### src/rtl/irq_ctrl_pkg.sv
package irq_ctrl_pkg;
  typedef enum logic [1:0] {
    CFG_ENABLE = 2'd0,
    CFG_FLAGCLR = 2'd1,
    CFG_CONTROL = 2'd2
  } cfg_sel_e;

  localparam int VEC_ENTRY_SHIFT = 1; // two words per table slot
endpackage

### src/rtl/irq_flag_bank.sv
module irq_flag_bank #(
  parameter int NUM_SRC = 8,
  parameter logic [NUM_SRC-1:0] LEVEL_MASK = 8'hC0,
  localparam int IDX_W = $clog2(NUM_SRC)
) (
  input  logic               clk,
  input  logic               rst,
  input  logic [NUM_SRC-1:0] src_i,
  input  logic               en_we_i,
  input  logic               clr_we_i,
  input  logic [NUM_SRC-1:0] wdata_i,
  input  logic               take_i,
  input  logic [IDX_W-1:0]   take_idx_i,
  output logic [NUM_SRC-1:0] enable_o,
  output logic [NUM_SRC-1:0] flags_o,
  output logic [NUM_SRC-1:0] pending_o
);
  logic [NUM_SRC-1:0] en_q;

  always_ff @(posedge clk) begin
    if (rst) en_q <= '0;
    else if (en_we_i) en_q <= wdata_i;
  end
  assign enable_o = en_q;

  for (genvar i = 0; i < NUM_SRC; i++) begin : g_src
    if (i == 0) begin : g_reset_slot
      logic unused_slot0;
      assign unused_slot0 = src_i[0];
      assign flags_o[0]   = 1'b0;
      assign pending_o[0] = 1'b0;
    end else if (LEVEL_MASK[i]) begin : g_level
      assign flags_o[i]   = 1'b0;
      assign pending_o[i] = src_i[i] & en_q[i];
    end else begin : g_edge
      logic flag_q;
      logic clear;
      assign clear = (clr_we_i && wdata_i[i]) ||
                     (take_i && (take_idx_i == IDX_W'(i)));
      always_ff @(posedge clk) begin
        if (rst) flag_q <= 1'b0;
        else if (src_i[i]) flag_q <= 1'b1;
        else if (clear) flag_q <= 1'b0;
      end
      assign flags_o[i]   = flag_q;
      assign pending_o[i] = flag_q & en_q[i];
    end
  end
endmodule

### src/rtl/irq_prio_pick.sv
module irq_prio_pick #(
  parameter int NUM_SRC = 8,
  localparam int IDX_W = $clog2(NUM_SRC)
) (
  input  logic [NUM_SRC-1:0] req_i,
  output logic               valid_o,
  output logic [IDX_W-1:0]   idx_o
);
  always_comb begin
    valid_o = 1'b0;
    idx_o   = '0;
    for (int i = NUM_SRC - 1; i >= 0; i--) begin
      if (req_i[i]) begin
        valid_o = 1'b1;
        idx_o   = IDX_W'(i);
      end
    end
  end
endmodule

### src/rtl/irq_gate.sv
module irq_gate (
  input  logic       clk,
  input  logic       rst,
  input  logic       retire_i,
  input  logic       reti_i,
  input  logic       cli_i,
  input  logic       ctl_we_i,
  input  logic [1:0] ctl_wdata_i,
  input  logic       any_req_i,
  output logic       take_o,
  output logic       gie_o,
  output logic       vsel_o
);
  logic gie_q, gap_q, vsel_q;

  assign take_o = retire_i && gie_q && !cli_i && !reti_i && !gap_q && any_req_i;

  always_ff @(posedge clk) begin
    if (rst) begin
      gie_q  <= 1'b0;
      gap_q  <= 1'b0;
      vsel_q <= 1'b0;
    end else begin
      if (take_o || cli_i) gie_q <= 1'b0;
      else if (reti_i) gie_q <= 1'b1;
      else if (ctl_we_i) gie_q <= ctl_wdata_i[0];

      if (reti_i) gap_q <= 1'b1;
      else if (retire_i) gap_q <= 1'b0;

      if (ctl_we_i) vsel_q <= ctl_wdata_i[1];
    end
  end

  assign gie_o  = gie_q;
  assign vsel_o = vsel_q;
endmodule

### src/rtl/vec_irq_ctrl.sv
module vec_irq_ctrl #(
  parameter int NUM_SRC = 8,
  parameter int ADDR_W = 16,
  parameter logic [NUM_SRC-1:0] LEVEL_MASK = 8'hC0,
  parameter logic [ADDR_W-1:0] BOOT_BASE = 16'h3C00,
  localparam int IDX_W = $clog2(NUM_SRC)
) (
  input  logic               clk,
  input  logic               rst,
  input  logic [NUM_SRC-1:0] src_i,
  input  logic               retire_i,
  input  logic               reti_i,
  input  logic               cli_i,
  input  logic               cfg_we_i,
  input  logic [1:0]         cfg_sel_i,
  input  logic [NUM_SRC-1:0] cfg_wdata_i,
  output logic               take_o,
  output logic [ADDR_W-1:0]  vec_addr_o,
  output logic               gie_o,
  output logic               vsel_o,
  output logic [NUM_SRC-1:0] enable_o,
  output logic [NUM_SRC-1:0] flags_o
);
  import irq_ctrl_pkg::*;

  logic [NUM_SRC-1:0] pending;
  logic               win_valid;
  logic [IDX_W-1:0]   win_idx;
  logic               en_we, clr_we, ctl_we;
  logic [ADDR_W-1:0]  base;

  assign en_we  = cfg_we_i && (cfg_sel_i == CFG_ENABLE);
  assign clr_we = cfg_we_i && (cfg_sel_i == CFG_FLAGCLR);
  assign ctl_we = cfg_we_i && (cfg_sel_i == CFG_CONTROL);

  irq_flag_bank #(.NUM_SRC(NUM_SRC), .LEVEL_MASK(LEVEL_MASK)) u_flags (
    .clk(clk), .rst(rst), .src_i(src_i),
    .en_we_i(en_we), .clr_we_i(clr_we), .wdata_i(cfg_wdata_i),
    .take_i(take_o), .take_idx_i(win_idx),
    .enable_o(enable_o), .flags_o(flags_o), .pending_o(pending)
  );

  irq_prio_pick #(.NUM_SRC(NUM_SRC)) u_pick (
    .req_i(pending), .valid_o(win_valid), .idx_o(win_idx)
  );

  irq_gate u_gate (
    .clk(clk), .rst(rst), .retire_i(retire_i), .reti_i(reti_i), .cli_i(cli_i),
    .ctl_we_i(ctl_we), .ctl_wdata_i(cfg_wdata_i[1:0]), .any_req_i(win_valid),
    .take_o(take_o), .gie_o(gie_o), .vsel_o(vsel_o)
  );

  assign base       = vsel_o ? BOOT_BASE : '0;
  assign vec_addr_o = base + (ADDR_W'(win_idx) << VEC_ENTRY_SHIFT);
endmodule

### config.mk
export PLATFORM = sky130hd
export DESIGN_NAME = vec_irq_ctrl
export DESIGN_NICKNAME = d
export VERILOG_FILES = /design/src/rtl/irq_ctrl_pkg.sv /design/src/rtl/irq_flag_bank.sv /design/src/rtl/irq_prio_pick.sv /design/src/rtl/irq_gate.sv /design/src/rtl/vec_irq_ctrl.sv
export SDC_FILE = /design/constraint.sdc
export NUM_CORES = 1
export LEC_CHECK = 0
export BUFFER_PORTS_ARGS = -buffer_cell sky130_fd_sc_hd__buf_2
export CAP_MARGIN = 20
export CORE_MARGIN = 1
export CORE_UTILIZATION = 41
export CTS_CLUSTER_DIAMETER = 50
export CTS_CLUSTER_SIZE = 28
export DETAILED_ROUTE_END_ITERATION = 10
export HOLD_SLACK_MARGIN = 0.12
export PLACE_DENSITY = 0.74
export SKIP_LAST_GASP = 1
export SYNTH_ARGS = -nofsm -noshare
export SYNTH_HDL_FRONTEND = slang
export SYNTH_SLANG_ARGS = --single-unit
### constraint.sdc
create_clock -name clk -period 1.8 [get_ports clk]
set_clock_uncertainty 0.15 [all_clocks]
set_input_delay 0.27 -clock clk [delete_from_list [all_inputs] [get_ports clk]]
set_output_delay 0.27 -clock clk [all_outputs]
set_load 0.01 [all_outputs]
Word-level counts from Yosys, hierarchy flattened --
Index checks and enable logic that the tools add are counted.
Operators by class: reductions and logical operators 36, multiplexer cells 29, add/sub/neg operators 1, bitwise operators 7, equal/unequal tests 7
Operators with widths (count):
- $mux W1 | 21
- $mux W3 | 7
- $logic_and A1 B1 Y1 | 18
- $add A14 B4 Y15 | 1
- $mux W14 | 1
- $reduce_bool A2 Y1 | 7
- $and A1 B1 Y1 | 7
- $eq A3 B2 Y1 const B | 2
- $eq A3 B3 Y1 const B | 2
- $logic_or A1 B1 Y1 | 6
- $eq A3 B1 Y1 const B | 1
- $logic_not A1 Y1 | 3
- $eq A2 B1 Y1 const B | 1
- $eq A2 B2 Y1 const B | 1
- $logic_not A2 Y1 | 1
- $reduce_or A2 Y1 | 1
Storage, ports and cells: register bits after elaboration 16, input port bits 24

Logic depth before layout (Yosys ltp) --
depth after elaboration 13, mapped depth 4, gate-level depth less buffers 4

Cells and area by module --
Synthesis repeated with hierarchy kept, for this count alone.
Second synthesis, totals: cells, all modules 112, area total of the unflattened synthesis 1009.7 um^2
By module, submodules not included:
- irq_flag_bank | area each 668.1 um^2, cells each 69, sequential area each 260.2 um^2, instances 1
- vec_irq_ctrl | area each 131.4 um^2, cells each 17, sequential area each 0.0 um^2, instances 1
- irq_gate | area each 130.1 um^2, cells each 13, sequential area each 60.1 um^2, instances 1
- irq_prio_pick | area each 80.1 um^2, cells each 13, sequential area each 0.0 um^2, instances 1

Worst setup path before layout --
OpenSTA, ideal clock, no wires.
path kind reg2reg, start register u_flags.en_q[1] (netlist: u_flags.enable_o[1]), end register u_flags.g_src[4].g_edge.flag_q, data arrival time 1.241 ns, cell stages (with the launch flop) 5, setup time 0.126 ns, clock period less this slack 1.517 ns, slack 0.283 ns, cells stage by stage dfxtp_1 > a222oi_1 > nand4_1 > a311oi_1 > nor3_1
Between the ends: longest elaborated chain between the ends 6, elaborated cells on any way between the ends 8, those cells by class eq/ne: 1; mux: 2; bitwise: 1; reduce/logical: 4
RTL lines:
- start, declared | RTL line irq_flag_bank.sv:18 | logic [NUM_SRC-1:0] en_q;
- start signal, assigned | RTL line irq_flag_bank.sv:22 | else if (en_we_i) en_q <= wdata_i;
- $and A1 B1 Y1 (*) | RTL line irq_flag_bank.sv:46 | assign pending_o[i] = flag_q & en_q[i];
- $mux W3 / $mux W1 (equally long branches) | RTL line irq_prio_pick.sv:13 | if (req_i[i]) begin
- $eq A3 B3 Y1 / $logic_and A1 B1 Y1 (equally long branches) | RTL line irq_flag_bank.sv:39, irq_gate.sv:16
- $logic_and A1 B1 Y1 (*) | RTL line irq_flag_bank.sv:39 | (take_i && (take_idx_i == IDX_W'(i)));
- $logic_or A1 B1 Y1 (*) | RTL line irq_flag_bank.sv:38 | assign clear = (clr_we_i && wdata_i[i]) ||
- $reduce_bool A2 Y1 (no line) (*)
- end signal, assigned | RTL line irq_flag_bank.sv:41 | if (rst) flag_q <= 1'b0;
- end signal, assigned | RTL line irq_flag_bank.sv:42 | else if (src_i[i]) flag_q <= 1'b1;
- end signal, assigned | RTL line irq_flag_bank.sv:43 | else if (clear) flag_q <= 1'b0;
- end, declared | RTL line irq_flag_bank.sv:36 | logic flag_q;
Mark *: on every way between the ends. The rest lies on a longest branch, timed or not. A chain may end at the register's enable or synchronous reset.

Worst setup path after layout --
start register u_flags.en_q[1] (netlist: u_flags.enable_o[1]), end output vec_addr_o[3]
Between the ends: longest elaborated chain between the ends 3
RTL lines:
- $and A1 B1 Y1 | RTL line irq_flag_bank.sv:46
- $mux W3 | RTL line irq_prio_pick.sv:13
- $add A14 B4 Y15 | RTL line vec_irq_ctrl.sv:54 | assign vec_addr_o = base + (ADDR_W'(win_idx) << VEC_ENTRY_SHIFT);
- end, declared | RTL line vec_irq_ctrl.sv:18 | output logic [ADDR_W-1:0] vec_addr_o,
No other way between the ends.

==> metrics <==
largest family of logic cells by synthesized area=simple AND/OR/NAND/NOR gates; sequential share of power=0.479; Leak Pwr=0.650 nW; Crit Reg-Reg Endpoint=u_flags.g_src[4].g_edge.flag_q; Nets=196; Detail Placement HPWL=1640 µm; Yosys Warn Count=0; period utilization=1.05; maxcap violations=0; Final setup viols=3; # DRC=0; Gate power share=0.224; Pint=0.589 mW; n_diodes=0; placed insts=173; switch share=0.274; Port Buf Inserts=45; synth unique cells=30; critical path class=reg -> out; Cell Area, Synth=918 µm²; power per cell area=606 mW/mm²; Switch Pwr=0.223 mW; worst skew pair latency=0.29 ns; Final Critical Period=1.89 ns; Crit Path Max Fanout=5; worst reg-to-reg path cell count=5; Worst setup EP type=output pin; Post-DRT Antenna Nets=0; Routed WL=2480 µm; Die Ht=49.3 µm; die area=0.00243 mm²; core region area=0.00204 mm²; post-synthesis compound-gate area fraction=0.117; post-synthesis xor/xnor area fraction=0; Pins Over Slew Limit=0; first-pass GRT wire length=3880 µm; Syn Area/Cell=8.27 µm²; vias per cell=5.03; Hold Crit Start=retire_i; Max Buffers Root-to-Sink=2; RR Startpoint=u_flags.enable_o[1]; initial core utilization=0.450; post-route cell area=0.00134 mm²; WP data arrival=1.47 ns; H-tree Lvls=1; gr usage total=0.204; Max Freq=530 MHz; die width=49.3 µm; Routed wire per std cell=12.5 µm; failing checks=negative setup slack; placed instance area=0.00107 mm²; CTS tree=yes; total number of clock tree sinks=16; final core utilization=0.656; Worst Path Required=1.38 ns; Startpoint Class=flop; TritonCTS Buffers=3; row cnt=16; Post-Syn Instances=111; total gr overflow=0; Post-Synth Simple-Gate Area=0.230; RSZ-0062 raised after global routing=true; Finished Layout Cells=198; area of the multi-input gates=484 µm²; clock-pin slew of the registers on the worst-case setup and hold paths=0.10 ns; Clock power frac=0.298; Yosys reg bits=16; Final WS setup=-0.0879 ns; Area Growth Syn to Fin=45.8%; adder-cell share of the synthesized area=0; number of cells on the worst hold path=4; Hold Path End=u_gate.gap_q; register area=332 µm²; mux contribution to synthesized area=0.110; DRT Pass-1 Iters=7; Max VDD drop=0.357 mV; Seq/Total Area, Yosys=0.349; vias=995; outcome=finished with violations; Worst Hold Class=in -> reg; Final Hold Vio Count=0; vias in the first global route=879; largest net degree at the start of global routing=17; # fillers=186; share of cells above drive strength 1=0.409; initial antenna violation count=0; R2R Setup Slk=0.15 ns; I/O pins=59; routability cong.=0.825; DR iter-0 viols=29; clk root buf=clkbuf_4
cells in the final DEF (no fill, tap or decap), drive strengths merged, types with 2 or more instances in the layout:
master	Yosys	final
buf	22	54
nor2	16	16
dfxtp	16	16
dlygate4sd3	0	15
conb	1	12
nand2	11	11
mux2i	9	9
a21oi	4	4
clkbuf	2	4
nand3	3	3
nand4	3	3
a31oi	3	3
a22o	2	2
nor2b	2	2
nor3b	2	2
worst max-delay path, cell delays in order (launching register included):
cell and delay, ns:
dfxtp_4 0.37, a222oi_1 0.36, buf_4 0.20, nor2b_4 0.15, buf_6 0.10
stage by stage:
stage | total power, mW | hold WS (ns) | worst slack [ns] | TNS [ns]
after floorplan | 0.501 | 0.198 | 0.283 | 0
after detailed placement | 0.532 | 0.315 | 0.160 | 0
final | 0.811 | 0.137 | -0.0879 | -0.138
after global placement | 0.528 | 0.301 | 0.194 | 0
after global routing | 0.856 | 0.160 | -0.126 | -0.258
after CTS | 0.805 | 0.124 | -0.0249 | -0.0488
metal layers:
metal  GRT usage  wire length, µm
met5           0                0
met4      0.0588               22
met3      0.0343              186
met2       0.358             1210
met1       0.252             1060
cell usage after synthesis:
master    number  share of area
buf_4         21           0.17
dfxtp_1       16           0.35
nor2_1        16          0.065
nand2_1       11          0.045
mux2i_1        9          0.098
a21oi_1        4          0.022
a31oi_1        3          0.020
nand3_1        3          0.016
nand4_1        3          0.020
a22o_1         2          0.019
clkbuf_1       2         0.0082
nor2b_1        2          0.014
nor3b_1        2          0.016
a21boi_0       1         0.0082
a222oi_1       1          0.011
a311oi_1       1         0.0095
a32oi_1        1         0.0095
and2_1         1         0.0068
and3b_1        1         0.0095
buf_2          1         0.0054
conb_1         1         0.0041
inv_1          1         0.0041
mux2_2         1          0.012
nand2b_1       1         0.0068
nand3b_1       1         0.0082
nand4b_1       1         0.0095
nor3_1         1         0.0054
nor4_1         1         0.0068
o211ai_1       1         0.0082
o31a_1         1         0.0095
what timing repair did:
| item | in CTS | in global routing |
|---|---|---|
| gates resized for setup | 5 | 9 |
| cloned | 0 | 0 |
| endpoints found under the setup margin | 3 | 4 |
| pin swaps | 3 | 5 |
| hold buffers | 15 | 0 |
| endpoints found under the hold margin | 16 | 0 |
| buffers inserted | 3 | 3 |
worst max path at each step:
stage | start | cells after the start | endpoint
after floorplan | u_flags.enable_o[1] | 4 | u_flags.g_src[4].g_edge.flag_q
after detailed placement | u_flags.enable_o[1] | 4 | u_flags.g_src[4].g_edge.flag_q
final | u_flags.enable_o[1] | 4 | vec_addr_o[3]
after global routing | u_flags.enable_o[1] | 4 | vec_addr_o[3]
after CTS | u_gate.gie_o | 5 | take_o
after global placement | u_flags.enable_o[1] | 4 | u_flags.g_src[4].g_edge.flag_q
registers in the layout, summed over array words and instances, names as in the netlist:
register and flops:
u_gate.gap_q 1, u_gate.gie_o 1, u_flags.enable_o 8, u_gate.vsel_o 1, u_flags.g_src.g_edge.flag_q 5
power by group through the flow:
stage               combinational, mW  sequential [mW]  clock, mW
global placement                0.133            0.396          0
CTS                             0.168            0.388      0.248
floorplan                       0.104            0.397          0
finish                          0.182            0.388      0.241
detailed placement              0.135            0.397          0
global route                    0.196            0.391      0.269
cell families (layout without fill, tap and decap cells):
group | count (synthesis) | in the layout
buffers and inverters | 25 | 74
and+or+nand+nor | 44 | 44
DFF | 16 | 16
muxes | 10 | 10
AOI/OAI and AO/OA | 15 | 15
other | 1 | 12
final cells by class:
type | instances | share of cell area
Inverter | 1 | 0.00280
Multi-Input combinational cell | 81 | 0.362
Timing Repair Buffer | 69 | 0.336
Tap cell | 27 | 0.0252
Clock buffer | 4 | 0.0271
Sequential cell | 16 | 0.248
Note: power is estimated with default switching activity, not from simulation.
